File: src/rtl/vbg_pkg.sv
package vbg_pkg;
   typedef enum logic [0:0] {
      ENG_IDLE = 1'b0,
      ENG_RUN  = 1'b1
   } eng_state_t;
endpackage

File: src/rtl/vbg_bit_pick.sv
module vbg_bit_pick #(
   parameter int DATA_W = 128,
   parameter int IDX_W  = 8
) (
   input  logic [DATA_W-1:0] vec,
   input  logic [IDX_W-1:0]  sel,
   output logic              bit_o
);
   localparam int PW = IDX_W + 1;
   localparam int SW = $clog2(DATA_W);

   logic [PW-1:0] sel_w;
   logic [PW-1:0] pos_w;
   logic          in_range;

   always_comb begin
      sel_w    = {1'b0, sel};
      in_range = (sel_w < PW'(DATA_W));
      pos_w    = PW'(DATA_W - 1) - sel_w;
      bit_o    = in_range ? vec[pos_w[SW-1:0]] : 1'b0;
   end
endmodule

File: src/rtl/vbg_iter_engine.sv
module vbg_iter_engine
   import vbg_pkg::*;
#(
   parameter int DATA_W  = 128,
   parameter int IDX_W   = 8,
   parameter int NUM_IDX = 16
) (
   input  logic               clk,
   input  logic               rst_n,
   input  logic               start,
   input  logic [DATA_W-1:0]  a_in,
   input  logic [DATA_W-1:0]  b_in,
   output logic               busy,
   output logic               done,
   output logic [NUM_IDX-1:0] gathered
);
   localparam int CW  = (NUM_IDX > 1) ? $clog2(NUM_IDX) : 1;
   localparam int SLW = NUM_IDX * IDX_W;

   eng_state_t         state;
   logic [DATA_W-1:0]  a_q;
   logic [SLW-1:0]     sel_q;
   logic [NUM_IDX-1:0] acc;
   logic [CW-1:0]      cnt;
   logic               pick;

   vbg_bit_pick #(.DATA_W(DATA_W), .IDX_W(IDX_W)) u_pick (
      .vec   (a_q),
      .sel   (sel_q[IDX_W-1:0]),
      .bit_o (pick)
   );

   always_ff @(posedge clk or negedge rst_n) begin
      if (!rst_n) begin
         state    <= ENG_IDLE;
         a_q      <= '0;
         sel_q    <= '0;
         acc      <= '0;
         cnt      <= '0;
         done     <= 1'b0;
         gathered <= '0;
      end else begin
         done <= 1'b0;
         unique case (state)
            ENG_IDLE: begin
               if (start) begin
                  a_q   <= a_in;
                  sel_q <= b_in[SLW-1:0];
                  acc   <= '0;
                  cnt   <= '0;
                  state <= ENG_RUN;
               end
            end
            ENG_RUN: begin
               acc   <= {pick, acc[NUM_IDX-1:1]};
               sel_q <= sel_q >> IDX_W;
               cnt   <= cnt + 1'b1;
               if (cnt == CW'(NUM_IDX - 1)) begin
                  gathered <= {pick, acc[NUM_IDX-1:1]};
                  done     <= 1'b1;
                  state    <= ENG_IDLE;
               end
            end
            default: state <= ENG_IDLE;
         endcase
      end
   end

   assign busy = (state == ENG_RUN);
endmodule

File: src/rtl/vbg_flat_engine.sv
module vbg_flat_engine #(
   parameter int DATA_W  = 128,
   parameter int IDX_W   = 8,
   parameter int NUM_IDX = 16
) (
   input  logic               clk,
   input  logic               rst_n,
   input  logic               start,
   input  logic [DATA_W-1:0]  a_in,
   input  logic [DATA_W-1:0]  b_in,
   output logic               done,
   output logic [NUM_IDX-1:0] gathered
);
   logic [NUM_IDX-1:0] picks;

   for (genvar k = 0; k < NUM_IDX; k++) begin : g_lane
      vbg_bit_pick #(.DATA_W(DATA_W), .IDX_W(IDX_W)) u_pick (
         .vec   (a_in),
         .sel   (b_in[k*IDX_W +: IDX_W]),
         .bit_o (picks[k])
      );
   end

   always_ff @(posedge clk or negedge rst_n) begin
      if (!rst_n) begin
         done     <= 1'b0;
         gathered <= '0;
      end else begin
         done <= start;
         if (start) gathered <= picks;
      end
   end
endmodule

File: src/rtl/vbg_gather.sv
module vbg_gather #(
   parameter int DATA_W    = 128,
   parameter int IDX_W     = 8,
   parameter int NUM_IDX   = 16,
   parameter int RES_W     = 128,
   parameter bit ITERATIVE = 1'b1
) (
   input  logic              clk,
   input  logic              rst_n,
   input  logic              in_valid,
   input  logic [DATA_W-1:0] a_vec,
   input  logic [DATA_W-1:0] b_vec,
   output logic              busy,
   output logic              out_valid,
   output logic [RES_W-1:0]  result
);
   if ((DATA_W & (DATA_W - 1)) != 0) begin : g_chk_pow2
      $error("DATA_W must be a power of two");
   end
   if (DATA_W > (1 << IDX_W)) begin : g_chk_idx
      $error("IDX_W too narrow to address DATA_W");
   end
   if (NUM_IDX * IDX_W > DATA_W) begin : g_chk_sel
      $error("selectors do not fit in b_vec");
   end
   if (NUM_IDX < 2 || NUM_IDX > RES_W) begin : g_chk_res
      $error("NUM_IDX out of range");
   end

   logic [NUM_IDX-1:0] gathered;
   logic               eng_done;
   logic               eng_busy;

   if (ITERATIVE) begin : g_iter
      vbg_iter_engine #(.DATA_W(DATA_W), .IDX_W(IDX_W), .NUM_IDX(NUM_IDX)) u_eng (
         .clk      (clk),
         .rst_n    (rst_n),
         .start    (in_valid),
         .a_in     (a_vec),
         .b_in     (b_vec),
         .busy     (eng_busy),
         .done     (eng_done),
         .gathered (gathered)
      );
   end else begin : g_flat
      vbg_flat_engine #(.DATA_W(DATA_W), .IDX_W(IDX_W), .NUM_IDX(NUM_IDX)) u_eng (
         .clk      (clk),
         .rst_n    (rst_n),
         .start    (in_valid),
         .a_in     (a_vec),
         .b_in     (b_vec),
         .done     (eng_done),
         .gathered (gathered)
      );
      assign eng_busy = 1'b0;
   end

   assign busy      = eng_busy;
   assign out_valid = eng_done;
   assign result    = RES_W'(gathered);
endmodule

File: config.mk
export PLATFORM = sky130hd
export DESIGN_NAME = vbg_gather
export DESIGN_NICKNAME = d
export VERILOG_FILES = /design/src/rtl/vbg_pkg.sv /design/src/rtl/vbg_bit_pick.sv /design/src/rtl/vbg_iter_engine.sv /design/src/rtl/vbg_flat_engine.sv /design/src/rtl/vbg_gather.sv
export SDC_FILE = /design/constraint.sdc
export NUM_CORES = 1
export LEC_CHECK = 0
export ABC_AREA = 1
export CAP_MARGIN = 5
export CORE_AREA = 2 2 184 186
export CTS_CLUSTER_SIZE = 16
export DETAILED_ROUTE_END_ITERATION = 7
export DIE_AREA = 0 0 186 188
export GPL_TIMING_DRIVEN = 0
export PLACE_DENSITY_LB_ADDON = 0.12
export SLEW_MARGIN = 30
export SYNTH_ARGS = -nofsm -noshare
export SYNTH_HDL_FRONTEND = slang
export SYNTH_SLANG_ARGS = --single-unit
File: constraint.sdc
create_clock -name clk -period 1.8 [get_ports clk]
set_clock_uncertainty 0.15 [all_clocks]
set_input_delay 0.27 -clock clk [delete_from_list [all_inputs] [get_ports clk]]
set_output_delay 0.27 -clock clk [all_outputs]
set_load 0.01 [all_outputs]
# Word-level counts from Yosys, hierarchy flattened
# Index checks and enable logic that the tools add are counted.
[word_totals]
out_inout_bits = 130
reg_bits = 294
[classes]
order_cmp = 2
reduce_logical = 2
mux = 14
n_addsub = 2
bitwise_logic = 1
eq_ne = 2
[op_table]
columns = ["cell", "n"]
rows = [
  ["128-bit one-hot mux with 2 select lines", 1],
  ["128-bit two-way mux", 1],
  ["16-bit one-hot mux with 2 select lines", 1],
  ["16-bit two-way mux", 1],
  ["7-bit by 8-bit < comparator with 1-bit output, second input constant", 1],
  ["8-bit < comparator, second input constant", 1],
  ["4-bit one-hot mux with 2 select lines", 1],
  ["1-bit binary-select mux with 7-bit select", 1],
  ["7-bit subtractor, first input constant", 1],
  ["1-bit two-way mux", 6],
  ["4-bit by 1-bit adder with 4-bit output, second input constant", 1],
  ["4-bit == test, second input constant", 1],
  ["4-bit two-way mux", 1],
  ["2-bit AND reduction", 2],
  ["2-bit inequality test, second input constant", 1],
  ["1-bit one-hot mux with 2 select lines", 1],
  ["1-bit inverter", 1],
]

# Logic depth before layout (Yosys ltp)
[depth]
word_depth = 5
depth_mapped = 13

# Modules after synthesis
# Synthesis repeated with hierarchy kept, for this count alone.
[hier_totals]
hier_cells = 1774
area_unflattened_um2 = 13900.8
[by_module_without_submodules]
columns = ["module", "area_per_inst_um2", "cells_per_inst", "instances"]
rows = [
  ["vbg_iter_engine", 11720.0, 1365, 1],
  ["vbg_bit_pick", 1336.3, 296, 1],
  ["vbg_gather", 844.6, 113, 1],
]

# Worst setup path after synthesis
# Ideal clock, no wire load.
[synth_timing]
kind = "register to register"
from = "register g_iter.u_eng.state, in the netlist g_iter.u_eng.busy"
to = "register g_iter.u_eng.sel_q[59]"
path_stages_with_launch = 7
path_buffers = 3
slack_ps = 226
t_required_ps = 1581
t_arrival_ps = 1356
setup_time_ps = 69
cell_sequence = "dfrtp_1 -> nor2_1 -> buf_2 -> buf_2 -> clkbuf_1 -> nand2_1 -> nand3_1"
[synth_via]
elab_chain_len = 2
[synth_rtl]
columns = ["item", "line_no", "rtl"]
rows = [
  ["start, declared", "vbg_iter_engine.sv:20", "eng_state_t state;"],
  ["start signal, assigned", "vbg_iter_engine.sv:35", "state <= ENG_IDLE;"],
  ["start signal, assigned", "vbg_iter_engine.sv:51", "state <= ENG_RUN;"],
  ["start signal, assigned", "vbg_iter_engine.sv:61", "state <= ENG_IDLE;"],
  ["1-bit inverter", "vbg_iter_engine.sv:44", "unique case (state)"],
  ["128-bit one-hot mux with 2 select lines or 2-bit inequality test (tied branches)", "-", ""],
  ["end signal, assigned", "vbg_iter_engine.sv:48", "sel_q <= b_in[SLW-1:0];"],
  ["end signal, assigned", "vbg_iter_engine.sv:56", "sel_q <= sel_q >> IDX_W;"],
  ["end, declared", "vbg_iter_engine.sv:22", "logic [SLW-1:0] sel_q;"],
]
# Several ways; a longest one is shown, not always the timed one.
# A chain may end at the register's enable or synchronous reset.

# Worst setup path after layout
[layout_timing]
from = "register g_iter.u_eng.sel_q[0]"
to = "register g_iter.u_eng.gathered[15]"
[layout_via]
elab_chain_len = 4
[layout_rtl]
columns = ["item", "line_no", "rtl"]
rows = [
  ["7-bit subtractor", "vbg_bit_pick.sv:19", "pos_w = PW'(DATA_W - 1) - sel_w;"],
  ["1-bit binary-select mux with 7-bit select", "vbg_bit_pick.sv:20", "bit_o = in_range ? vec[pos_w[SW-1:0]] : 1'b0;"],
  ["1-bit two-way mux (not written as such)", "vbg_bit_pick.sv:20", ""],
  ["1-bit two-way mux *", "vbg_bit_pick.sv:20", ""],
  ["end signal, assigned", "vbg_iter_engine.sv:59", "gathered <= {pick, acc[NUM_IDX-1:1]};"],
  ["end, declared", "vbg_iter_engine.sv:15", "output logic [NUM_IDX-1:0] gathered"],
]
# Mark *: on every way between the ends. The rest lies on a longest branch, timed or not. The select of a mux whose other input is x is not followed.

==> results.toml <==
[logic_synthesis]
synth-main-ff-cell = "dfrtp_1"
synth_cells = 1719
synth.most_common_cell = "nand2_1"
netlist_area_um2 = 13730
ys_seq_elements = 293
synth_edf_count = 0
ys_top_cells_by_area = "dfrtp_1 (53%), nand2_1 (24%), nand3_1 (8.1%), buf_4 (6.3%), buf_2 (1.3%)"
synth_largest_area_cell = "dfrtp_1"
yosys-top-cells-count = "nand2_1 (891), dfrtp_1 (293), nand3_1 (221), buf_4 (115), clkbuf_1 (40)"
avgSynthCellArea_um2 = 7.985
synth_top_area_share = 0.5342
yosysWarnings = 0
async_flop_share = 1.000
yosysSeqAreaShare = 0.5342
synth_cell_types = 21

[global_route]
grt_max_degree = 88
grt-ovfl-total = 0
grt_pass1_vias = 12030
grt_pass1_wl_um = 64060
antenna_found_initial = 7
grt_usage = 0.2341

[floorplanning]
start_util = 0.4145
die_w_um = 186
die_h_um = 188
core_area_um2 = 33110
io_pins = 389
dieArea_um2 = 34970
row_count = 67

[sta]
tns_ns = -0.1328
worst_slack_ns = -0.1061
finalCritPeriodShare = 1.059
maxSlewViolCount = 0
fmax_mhz = 524.6
setup_viol = 2
rsz0062_at_grt = "yes"
finalHoldViolCount = 0
min_period_ns = 1.906
tightest_slew_ns = 0.6073
relSlewSlack = 0.5951

[place]
port_buffers = 276
place.gp.congestion = 0.8504
post_dp_cell_area_um2 = 17550
dpl.hpwl_um = 30030

[routing]
via_per_inst = 4.763
dr.pass1.iters = 5
ant_nets = 0
drcViolationCount = 0
wl_per_cell_um = 16.01
drt_iter0_drc = 829
wirelength_um = 42040
num_vias = 12510

[min_path]
hold_path_class = "input pin to register"
holdPathStages = 3

[cts]
clock_latency_ns = 0.57
cts_root_buf = "clkbuf_16"
htreeDepth = 1
tritoncts = "done"
clockBufferDepth = 3
clkTransAtPathRegs_ns = 0.06
numClockSinks = 293
cts_inserted_buffers = 31

[run_status]
status = "complete, but fails checks"
violations = "setup timing"

[pwr]
total_power_mw = 28.13
leakagePower_nw = 9.747
ir_worst_vdd_mv = 0.9533
powerDensity_nw_per_um2 = 1465

[setup_path]
critical_path_required_ns = 2.16
cp_top_family = "simple AND/OR/NAND/NOR gates"
critPathBufInv = 3
critPathArrivalTime_ns = 2.26
crit_chain = "inv_2 -> buf_12 -> buf_12 -> nand2_1 -> nand3_1 -> nand3_2 -> nand3_2 -> nand2_2 -> nand2_2 -> nand3_2 -> nand3_2 -> nand4_1 -> nand2_1"
path_common_cell = "nand3_2"
slowest_stage = "dfrtp_1"
worst-setup-path-type = "register to register"
cp_num_cells = 13
slowest_delay_ns = 0.40
worstRegToRegCells = 13
crit_path_end_kind = "register"
worstPathMaxFanout = 7
critPathLaunchType = "register"

[run]
cap_viol_max_count = 0

[final_layout]
syn_to_final_growth_pct = 39.88
drive_gt1_frac = 0.1480
fin_nets = 2413
postLayoutCellArea_um2 = 19200
fillerInstances = 3054
==> cells in the final DEF, fill, tap and decap left out, types with 2 or more instances in the layout <==
master / instances
clkbuf_4: 5
nand3_1: 179
buf_8: 4
nand2_2: 20
buf_6: 9
a22o_1: 8
buf_12: 7
clkbuf_16: 36
clkinv_2: 3
inv_2: 3
clkinv_4: 2
diode_2: 3
o211ai_1: 19
o21ai_0: 18
conb_1: 112
buf_4: 128
o22ai_1: 14
nand2_1: 870
nand4_1: 3
clkbuf_1: 32
nand3_2: 42
clkbuf_8: 8
buf_2: 27
inv_1: 27
buf_16: 4
dfrtp_1: 292
clkdlybuf4s50_1: 257
bufinv_16: 2
dlygate4sd2_1: 17
clkbuf_2: 16
==> flip-flops by register name (all words and copies together) (netlist names) <==
| register | flops |
|---|---|
| g_iter.u_eng.a_q | 128 |
| g_iter.u_eng.sel_q | 128 |
| g_iter.u_eng.gathered | 16 |
| g_iter.u_eng.acc | 15 |
| g_iter.u_eng.cnt | 4 |
| g_iter.u_eng.busy | 1 |
| g_iter.u_eng.done | 1 |
==> where the power goes <==
part / internal, mW / leakage [nW] / switching [mW] / total, mW
registers: 9.17 / 3.82 / 1.46 / 10.6
logic: 4.75 / 5.44 / 6.40 / 11.1
clock network: 3.70 / 0.480 / 2.65 / 6.35
==> worst reg2reg max path, cell delays in order, from the launching register on <==
cell and delay [ns]:
dfrtp_1 0.40, inv_2 0.13, buf_12 0.17, buf_12 0.13, nand2_1 0.05, nand3_1 0.08
nand3_2 0.11, nand3_2 0.09, nand2_2 0.07, nand2_2 0.06, nand3_2 0.08, nand3_2 0.09
nand4_1 0.14, nand2_1 0.09
==> final cells by class <==
class | count | area, µm² | share of cell area
inverter | 34 | 141.4 | 0.007364
antenna | 3 | 7.507 | 0.0003910
sequential | 293 | 7333 | 0.3819
tap | 448 | 560.5 | 0.02920
clock inverter | 6 | 86.33 | 0.004497
timing repair buffer | 291 | 3032 | 0.1579
buffer | 211 | 1553 | 0.08087
multi-input combinational | 1291 | 5583 | 0.2908
clock buffer | 49 | 903.4 | 0.04705
==> per-stage QoR <==
| step | utilization | hold slack, ns | worst slack [ns] | instances |
|---|---|---|---|---|
| 2_1_floorplan | - | -0.1756 | 0.2255 | 1830 |
| 3_3_place_gp | 0.5275 | 0.3128 | -12.44 | 2554 |
| 3_5_place_dp | 0.5301 | 0.1448 | -0.6969 | 2557 |
| 4_1_cts | 0.5681 | 0.08187 | -0.1091 | 2617 |
| 5_1_grt | 0.5797 | 0.1035 | -0.1783 | 2625 |
| 6_report | 0.5798 | 0.09581 | -0.1061 | 2626 |
==> cells by family after synthesis <==
kind of cell / count (synthesis) / synth area share
AOI/OAI and AO/OA: 61 / 0.02935
adders and majority gates: 1 / 0.0009114
buffers and inverters: 246 / 0.1091
DFF: 293 / 0.5342
other: 1 / 0.0002732
and+or+nand+nor: 1117 / 0.3262
==> layer usage <==
layer  track usage  wire length, µm  vias up
met5             0               54        -
met4       0.07238             1232        8
met3       0.04312             3271       77
met2        0.3710            19130      473
met1        0.3260            18350     5882
li1              -                -     6067
==> worst paths after layout <==
path                       slack [ns]                   from                         to
min in group asynchronous        0.16                  rst_n       g_iter.u_eng.a_q[49]
min                               0.1              a_vec[12]       g_iter.u_eng.a_q[12]
min reg2reg                      0.33    g_iter.u_eng.a_q[1]        g_iter.u_eng.a_q[1]
max                             -0.11  g_iter.u_eng.sel_q[0]  g_iter.u_eng.gathered[15]
max in group asynchronous        0.47                  rst_n      g_iter.u_eng.sel_q[1]
max reg2reg                     -0.11  g_iter.u_eng.sel_q[0]  g_iter.u_eng.gathered[15]
==> timing repair <==
| item | 4_1_cts | 5_1_grt |
|---|---|---|
| gates cloned | 1 | 5 |
| endpoints found under the setup margin | 272 | 260 |
| hold buffers | 1 | 0 |
| gates resized for setup | 100 | 78 |
| buffers inserted | 4 | 1 |
| hold endpoints to repair | 71 | 0 |
| pin swaps | 11 | 30 |
No activity file was read; power rests on OpenSTA's default activity.
